`config.mk`:
```
export PLATFORM = sky130hd
export DESIGN_NAME = perfctr_bank
export DESIGN_NICKNAME = d
export VERILOG_FILES = /design/src/rtl/pcb_pkg.sv /design/src/rtl/pcb_decode.sv /design/src/rtl/pcb_counter.sv /design/src/rtl/pcb_ovf.sv /design/src/rtl/perfctr_bank.sv
export SDC_FILE = /design/constraint.sdc
export NUM_CORES = 1
export LEC_CHECK = 0
export BUFFER_PORTS_ARGS = -buffer_cell sky130_fd_sc_hd__buf_2
export CORE_MARGIN = 4
export CORE_UTILIZATION = 55
export DETAILED_ROUTE_END_ITERATION = 16
export GPL_TIMING_DRIVEN = 0
export HOLD_SLACK_MARGIN = 0.08
export PLACE_DENSITY = 0.89
export SETUP_SLACK_MARGIN = 0.5
export SYNTH_ARGS = -nofsm -noshare
export SYNTH_HDL_FRONTEND = slang
export SYNTH_SLANG_ARGS = --single-unit
```
`constraint.sdc`:
```
create_clock -name clk -period 8.3 [get_ports clk]
set_clock_uncertainty 0.2 [all_clocks]
set_input_delay 1.245 -clock clk [delete_from_list [all_inputs] [get_ports clk]]
set_output_delay 1.245 -clock clk [all_outputs]
set_load 0.01 [all_outputs]
```
`src/rtl/pcb_pkg.sv`:
```
package pcb_pkg;

  localparam int unsigned BUS_W   = 64;
  localparam int unsigned CAP_BIT = 13;

  typedef enum logic [2:0] {
    WIN_NONE,
    WIN_NARROW,
    WIN_WIDE,
    WIN_CAP,
    WIN_OVF
  } win_e;

  // All-ones mask covering the low w bits of a bus word.
  function automatic logic [BUS_W-1:0] width_mask(input int unsigned w);
    if (w >= BUS_W) return '1;
    return (64'd1 << w) - 64'd1;
  endfunction

  // Narrow-window value: low word sign-extended, then cut to w bits.
  function automatic logic [BUS_W-1:0] narrow_fold(input logic [BUS_W-1:0] d,
                                                   input int unsigned w);
    return {{32{d[31]}}, d[31:0]} & width_mask(w);
  endfunction

  // True when the data carries bits the counter cannot hold.
  function automatic logic beyond_width(input logic [BUS_W-1:0] d,
                                        input int unsigned w);
    return |(d & ~width_mask(w));
  endfunction

endpackage

```
`src/rtl/pcb_decode.sv`:
```
module pcb_decode #(
  parameter int unsigned NUM_CTR    = 4,
  parameter int unsigned CTR_W      = 48,
  parameter int unsigned ADDR_W     = 12,
  parameter int unsigned NARROW_BASE = 32'h0C1,
  parameter int unsigned WIDE_BASE   = 32'h4C1,
  parameter int unsigned CAP_ADDR    = 32'h345,
  parameter int unsigned OVF_ADDR    = 32'h390,
  localparam int unsigned IDX_W = (NUM_CTR > 1) ? $clog2(NUM_CTR) : 1
) (
  input  logic [ADDR_W-1:0]        bus_addr,
  input  logic [pcb_pkg::BUS_W-1:0] bus_wdata,
  input  logic                     bus_we,
  output pcb_pkg::win_e            win,
  output logic [IDX_W-1:0]         idx,
  output logic                     too_wide,
  output logic [NUM_CTR-1:0]       wr_sel,
  output logic [CTR_W-1:0]         wr_val
);
  import pcb_pkg::*;

  logic [31:0]      addr32;
  logic [31:0]      offset;
  logic [BUS_W-1:0] folded;

  assign addr32 = 32'(bus_addr);

  always_comb begin
    win    = WIN_NONE;
    offset = '0;
    if (addr32 >= NARROW_BASE && addr32 < NARROW_BASE + NUM_CTR) begin
      win    = WIN_NARROW;
      offset = addr32 - NARROW_BASE;
    end else if (addr32 >= WIDE_BASE && addr32 < WIDE_BASE + NUM_CTR) begin
      win    = WIN_WIDE;
      offset = addr32 - WIDE_BASE;
    end else if (addr32 == CAP_ADDR) begin
      win = WIN_CAP;
    end else if (addr32 == OVF_ADDR) begin
      win = WIN_OVF;
    end
  end

  assign idx      = offset[IDX_W-1:0];
  assign too_wide = beyond_width(bus_wdata, CTR_W);
  assign folded   = (win == WIN_NARROW) ? narrow_fold(bus_wdata, CTR_W)
                                        : (bus_wdata & width_mask(CTR_W));
  assign wr_val   = folded[CTR_W-1:0];

  always_comb begin
    for (int i = 0; i < int'(NUM_CTR); i++) begin
      wr_sel[i] = bus_we && (32'(idx) == 32'(i)) &&
                  ((win == WIN_NARROW) || (win == WIN_WIDE && !too_wide));
    end
  end

endmodule

```
`src/rtl/pcb_counter.sv`:
```
module pcb_counter #(
  parameter int unsigned CTR_W = 48
) (
  input  logic             clk,
  input  logic             rst_n,
  input  logic             wr_en,
  input  logic [CTR_W-1:0] wr_val,
  input  logic             inc,
  output logic [CTR_W-1:0] cnt,
  output logic             wrap
);

  // A wrap happens only when an increment is not pre-empted by a write.
  assign wrap = inc && !wr_en && (&cnt);

  always_ff @(posedge clk or negedge rst_n) begin
    if (!rst_n)     cnt <= '0;
    else if (wr_en) cnt <= wr_val;
    else if (inc)   cnt <= cnt + 1'b1;
  end

endmodule

```
`src/rtl/pcb_ovf.sv`:
```
module pcb_ovf #(
  parameter int unsigned NUM_CTR = 4
) (
  input  logic               clk,
  input  logic               rst_n,
  input  logic [NUM_CTR-1:0] wrap,
  input  logic               clr_en,
  input  logic [NUM_CTR-1:0] clr_mask,
  output logic [NUM_CTR-1:0] status
);

  logic [NUM_CTR-1:0] keep;

  assign keep = clr_en ? ~clr_mask : '1;

  // New wraps are ORed in after the clear, so a set beats a clear.
  always_ff @(posedge clk or negedge rst_n) begin
    if (!rst_n) status <= '0;
    else        status <= (status & keep) | wrap;
  end

endmodule

```
`src/rtl/perfctr_bank.sv`:
```
module perfctr_bank #(
  parameter int unsigned NUM_CTR     = 4,
  parameter int unsigned CTR_W       = 48,
  parameter int unsigned ADDR_W      = 12,
  parameter int unsigned NARROW_BASE = 32'h0C1,
  parameter int unsigned WIDE_BASE   = 32'h4C1,
  parameter int unsigned CAP_ADDR    = 32'h345,
  parameter int unsigned OVF_ADDR    = 32'h390,
  localparam int unsigned IDX_W = (NUM_CTR > 1) ? $clog2(NUM_CTR) : 1
) (
  input  logic               clk,
  input  logic               rst_n,
  input  logic [ADDR_W-1:0]  bus_addr,
  input  logic [63:0]        bus_wdata,
  input  logic               bus_we,
  output logic [63:0]        bus_rdata,
  output logic               bus_err,
  input  logic [NUM_CTR-1:0] evt_inc,
  input  logic [NUM_CTR-1:0] ctr_en,
  input  logic [IDX_W-1:0]   rd_idx,
  output logic [63:0]        rd_data
);
  import pcb_pkg::*;

  win_e                          win;
  logic [IDX_W-1:0]              idx;
  logic                          too_wide;
  logic [NUM_CTR-1:0]            wr_sel;
  logic [CTR_W-1:0]              wr_val;
  logic [NUM_CTR-1:0]            inc_fire;
  logic [NUM_CTR-1:0]            wrap;
  logic [NUM_CTR-1:0][CTR_W-1:0] ctr_q;
  logic [NUM_CTR-1:0]            ovf_status;
  logic                          ovf_clr;

  pcb_decode #(
    .NUM_CTR(NUM_CTR), .CTR_W(CTR_W), .ADDR_W(ADDR_W),
    .NARROW_BASE(NARROW_BASE), .WIDE_BASE(WIDE_BASE),
    .CAP_ADDR(CAP_ADDR), .OVF_ADDR(OVF_ADDR)
  ) u_decode (
    .bus_addr (bus_addr),
    .bus_wdata(bus_wdata),
    .bus_we   (bus_we),
    .win      (win),
    .idx      (idx),
    .too_wide (too_wide),
    .wr_sel   (wr_sel),
    .wr_val   (wr_val)
  );

  assign inc_fire = evt_inc & ctr_en;

  for (genvar g = 0; g < int'(NUM_CTR); g++) begin : g_ctr
    pcb_counter #(.CTR_W(CTR_W)) u_ctr (
      .clk   (clk),
      .rst_n (rst_n),
      .wr_en (wr_sel[g]),
      .wr_val(wr_val),
      .inc   (inc_fire[g]),
      .cnt   (ctr_q[g]),
      .wrap  (wrap[g])
    );
  end

  assign ovf_clr = bus_we && (win == WIN_OVF);

  pcb_ovf #(.NUM_CTR(NUM_CTR)) u_ovf (
    .clk     (clk),
    .rst_n   (rst_n),
    .wrap    (wrap),
    .clr_en  (ovf_clr),
    .clr_mask(bus_wdata[NUM_CTR-1:0]),
    .status  (ovf_status)
  );

  assign bus_err = bus_we && (win == WIN_WIDE) && too_wide;

  always_comb begin
    bus_rdata = '0;
    case (win)
      WIN_NARROW, WIN_WIDE: bus_rdata = BUS_W'(ctr_q[idx]);
      WIN_CAP:              bus_rdata[CAP_BIT] = 1'b1;
      WIN_OVF:              bus_rdata = BUS_W'(ovf_status);
      default:              bus_rdata = '0;
    endcase
  end

  always_comb begin
    rd_data = '0;
    if (32'(rd_idx) < NUM_CTR) rd_data = BUS_W'(ctr_q[rd_idx]);
  end

endmodule

```
== Word-level counts from Yosys, hierarchy flattened ==
Cells that the tools add are included.
Cells by class
  add/sub/neg operators: 6
  magnitude comparators: 6
  equality and inequality tests: 9
  multiplexer cells: 23
  bitwise gates (word level): 4
  reduce and logical (&&, ||, !) cells: 39
Operators by type and width (count)
  $mux W48: 11
  $add A48 B1 Y48 const B: 4
  $bmux W48 S2: 2
  $reduce_and A48 Y1: 4
  $mux W34: 1
  $pmux W13 S2: 1
  $eq A12 B10 Y1 const B: 2
  $logic_and A1 B1 Y1: 22
  $reduce_or A16 Y1: 1
  $ge A12 B11 Y1 const B: 1
  $ge A12 B8 Y1 const B: 1
  $lt A12 B11 Y1 const B: 1
  $lt A12 B8 Y1 const B: 1
  $mux W3: 4
  $and A4 B4 Y4: 2
  $reduce_bool A2 Y1: 4
  $eq A3 B2 Y1 const B: 2
  $lt A2 B3 Y1 const B: 2
  $logic_not A1 Y1: 5
  $eq A2 B2 Y1 const B: 2
  $mux W2: 2
  $mux W4: 1
  $not A4 Y4: 1
  $or A4 B4 Y4: 1
  8 further kinds: 9
Word-level totals
  register bits after elaboration: 196
  input bits: 89

== Logic depth before layout (Yosys ltp) ==
  depth in word-level cells: 13
  gate-level depth with buffers: 11

== By module ==
A second synthesis with hierarchy kept.
Unflattened totals
  cell total of the unflattened synthesis: 1659
  area, all modules: 15562.4 um^2
By module, submodules not included
  pcb_counter at g_ctr[0].u_ctr ...: times used 3, cells an instance 331, area each 2921.6 um^2, sequential area each 1201.2 um^2
  perfctr_bank: times used 1, cells an instance 237, area each 3070.4 um^2, sequential area each 0.0 um^2
  pcb_counter at g_ctr[2].u_ctr: times used 1, cells an instance 326, area each 2935.3 um^2, sequential area each 1201.2 um^2
  pcb_decode: times used 1, cells an instance 91, area each 646.9 um^2, sequential area each 0.0 um^2
  pcb_ovf: times used 1, cells an instance 12, area each 145.1 um^2, sequential area each 100.1 um^2

== Worst setup path before layout ==
Ideal clock, no wire load.
  path type: in2out
  start point: input port bus_addr[0]
  end point: output port bus_rdata[15]
  data arrival time: 3.454 ns
  required time: 6.855 ns
  path slack: 3.401 ns
  stages on the path: 7
  buffers on the path: 3
  cell sequence: buf_2 > inv_1 > ha_1 > clkbuf_1 > buf_1 > mux4_2 > and2_1
On the way
  word-level cells in the longest chain between the ends: 8
  elaborated cells on any way between the ends: 22
  those cells by class: add/sub: 2; order compare: 4; eq/ne: 4; mux: 9; reduce/logical: 3
Ends and longest elaborated chain
  start: declaration: RTL line perfctr_bank.sv:13  | input logic [ADDR_W-1:0] bus_addr,
  branches (longest 7 deep; another with $ge A12 B11 Y1)
  $mux W34 (*): RTL line perfctr_bank.sv:80  | case (win)
  end: declaration: RTL line perfctr_bank.sv:16  | output logic [63:0] bus_rdata,
Every way passes the cells marked *. The select of a mux whose other input is x is not followed.

== Final worst setup path ==
  start point: input port bus_addr[0]
  end point: output port bus_rdata[0]
On the way
  word-level cells in the longest chain between the ends: 8
  elaborated cells on any way between the ends: 23
  those cells by class: add/sub: 2; order compare: 4; eq/ne: 5; mux: 9; reduce/logical: 3
Ends and longest elaborated chain (RTL line)
  branches (longest 7 deep; another with $ge A12 B11 Y1)
  $pmux W13 S2 (*): perfctr_bank.sv:80
Marked as above.

==> metrics.md <==
| Metric | Value |
|---|---|
| Synth Cell Area | 14,100 um^2 |
| Largest area contributor in the netlist | dfrtp_1 |
| Skew-Pair Late Insertion Delay | 0.45 ns |
| Top-area cell type share of the netlist area | 0.347 |
| Worst hold path type | reg2reg |
| Final setup viols | 0 |
| FF-to-FF path depth | 6 |
| Leakage | 0.00693 uW |
| Die area | 28,300 um^2 |
| Clock Root Buffer | clkbuf_16 |
| Final hold violation count | 0 |
| Placeable Area | 25,300 um^2 |
| Post-CTS Repair Setup Buffers | 0 |
| Ys flop type | dfrtp_1 |
| First-pass GRT wire length | 75,800 um |
| Sequential share of the synthesized area | 0.347 |
| Status | complete, no violations |
| Critical Path Start Type | primary input |
| Filler cells | 2,008 |
| Clk sink count | 196 |
| Setup TNS | 0 ns |
| Gr ovfl total | 0 |
| Mean Syn Cell Area | 9.29 um^2 |
| Layout Nets | 1,847 |
| Async SR Flop Fraction | 1.00 |
| Area grow syn2layout | 14.5% |
| Number of global-route vias before repair | 13.7k |
| Die H | 168 um |
| Required @ worst endpoint | 6.86 ns |
| Synth area leaders | dfrtp_1 35%, mux4_2 15%, xor2_1 5.8%, xnor2_1 5.5%, nand2_1 4.0% |
| Commonest non-fill, non-tap cell in the layout | buf_2 |
| Min-Delay Path Depth | 1 |
| Synth cell types | 58 |
| Drt total wl | 49,600 um |
| Crit Path Max Fanout | 10 |
| Pwr dens | 146 nW/um^2 |
| Num rows | 58 |
| Ys Warns | 0 |
| Critical path type | in2out |
| Slew Viols, Final | 0 |
| Post-Place Cells | 2,063 |
| Ant. Diodes | 0 |
| Final core occ | 0.641 |
| Layout Cells excl Fill | 2,094 |
| Maximum VDD drop | 0.164 mV |
| Syn Inst Count | 1,520 |
| Post-CTS Hold Buffers | 0 |
| Via-to-Cell Ratio | 6.68 |
| Slew Limit Headroom | 0.0902 |
| Worst Path Arrival | 4.65 ns |
| Port bufs | 181 |
| Resized cells post-CTS | 0 |
| Placer Congestion | 0.987 |
| Die X | 168 um |
| Vias | 14.0k |
| Initial antenna violation count | 1 |
| CTS tree | built |
| Seq cells post-synth | 196 |
| Total GRT Usage | 0.344 |
| Detailed Place HPWL | 36,300 um |
| Initial core utilization | 0.559 |
| Period utilization | 0.734 |
| EDFF count, synth | 0 |
| CTS buffer count | 17 |
| Clock transition at path regs | 0.06 ns |
| IO Pins | 218 |
| CP Capture Type | output port |
| Initial DRC count | 1,968 |
| Worst-case clock buffer depth | 2 |
| ANT nets after route | 0 |
| RSZ-0062 raised after global routing | false |
| Commonest cells after routing, fill and taps aside | 204 x buf_2, 196 x dfrtp_1, 149 x nand2_1, 145 x nor2_1, 99 x o21ai_0 |
| Slew @ Worst Pin | 1.35 ns |
| Drt first pass iters | 9 |
| H-tree depth reported by CTS | 4 |
| Fmax | 164 MHz |
| Largest net degree at the start of global routing | 103 |
| Wirelength per Cell | 23.7 um |
| DR DRC count | 0 |
| Share of layout cells above drive strength 1 | 0.221 |
| Max Cap Violations | 0 |
| Tmin final | 6.09 ns |
final cells by class:
class,count,area [um^2],area share
Multi-Input combinational cell,1189,8530,0.527
Sequential cell,196,4900,0.303
Timing Repair Buffer,182,943,0.0583
Buffer,124,649,0.0401
Clock buffer,20,447,0.0276
Tap cell,330,413,0.0255
Inverter,42,158,0.00975
Clock inverter,11,129,0.00797
cells in the mapped netlist (all sizes together), types with 2 or more instances:
master / count
o21ai: 101
a21boi: 3
nor3: 44
xor2: 94
nand4: 62
and2: 51
or4: 9
nand2: 149
o311ai: 3
and4: 22
o22ai: 4
a22oi: 3
mux4: 96
a22o: 5
ha: 6
nand2b: 2
a41o: 2
nor4: 19
clkbuf: 51
buf: 73
xnor2: 88
nor2: 146
o31ai: 2
or2: 4
nor2b: 4
mux2i: 11
inv: 42
o21a: 5
a21oi: 95
and3: 31
dfrtp: 196
nand4b: 2
nand3: 83
sequential cells by signal (all words and copies together) (netlist names):
register,count
g_ctr.u_ctr.cnt,192
u_ovf.status,4
layer usage:
metal	vias up	GRT usage	share of wire	wire (um)
met5	-	0	0.00038	19
met4	2	0.182	0.061	3000
met2	1289	0.524	0.45	22100
met1	6594	0.447	0.34	17000
li1	5857	-	-	-
met3	251	0.101	0.15	7520
metrics by stage:
| stage | instance area, um^2 | hold WS, ns | total power [uW] | worst slack (ns) |
|---|---|---|---|---|
| 4_1_cts | 16200 | 0.316 | 2340 | 2.28 |
| 6_report | 16200 | 0.328 | 2370 | 2.21 |
| 5_1_grt | 16200 | 0.328 | 2440 | 2.09 |
| 3_5_place_dp | 15600 | 0.273 | 1520 | 2.25 |
| 2_1_floorplan | 14200 | 0.251 | 1360 | 3.40 |
| 3_3_place_gp | 15600 | 0.268 | 1500 | 2.29 |
worst paths after layout:
check	start	to	slack, ns
min	u_ovf.status[2]	u_ovf.status[2]	0.33
min in group asynchronous	rst_n	g_ctr[1].u_ctr.cnt[15]	0.65
min reg2reg	u_ovf.status[2]	u_ovf.status[2]	0.33
max in group asynchronous	rst_n	g_ctr[3].u_ctr.cnt[35]	6.28
max	bus_addr[0]	bus_rdata[0]	2.21
max reg2reg	g_ctr[1].u_ctr.cnt[3]	g_ctr[1].u_ctr.cnt[47]	4.61
worst max-delay path, stage by stage:
cell      delay [ns]
buf_2           0.10
buf_2           0.30
inv_1           0.13
ha_1            0.32
clkbuf_1        0.72
buf_2           0.50
clkbuf_1        0.55
mux4_2          0.42
a22o_1          0.20
buf_2           0.14
logic make-up (layout without fill, tap and decap cells):
group	count (synthesis)	count (layout)	share of synthesized area
flops	196	196	0.347
compound gates	227	227	0.0875
other cells	1	32	0.000265
simple gates	634	634	0.228
xor+xnor	182	182	0.113
buf+inv	166	379	0.0571
fa+ha+maj	6	6	0.00531
mux	108	108	0.162
power breakdown:
part,leakage (uW),internal (uW),switching (uW)
sequential,0.00268,1010,100
combinational,0.00398,191,216
clock,0.000276,453,393
No activity file was read; power rests on OpenSTA's default activity.
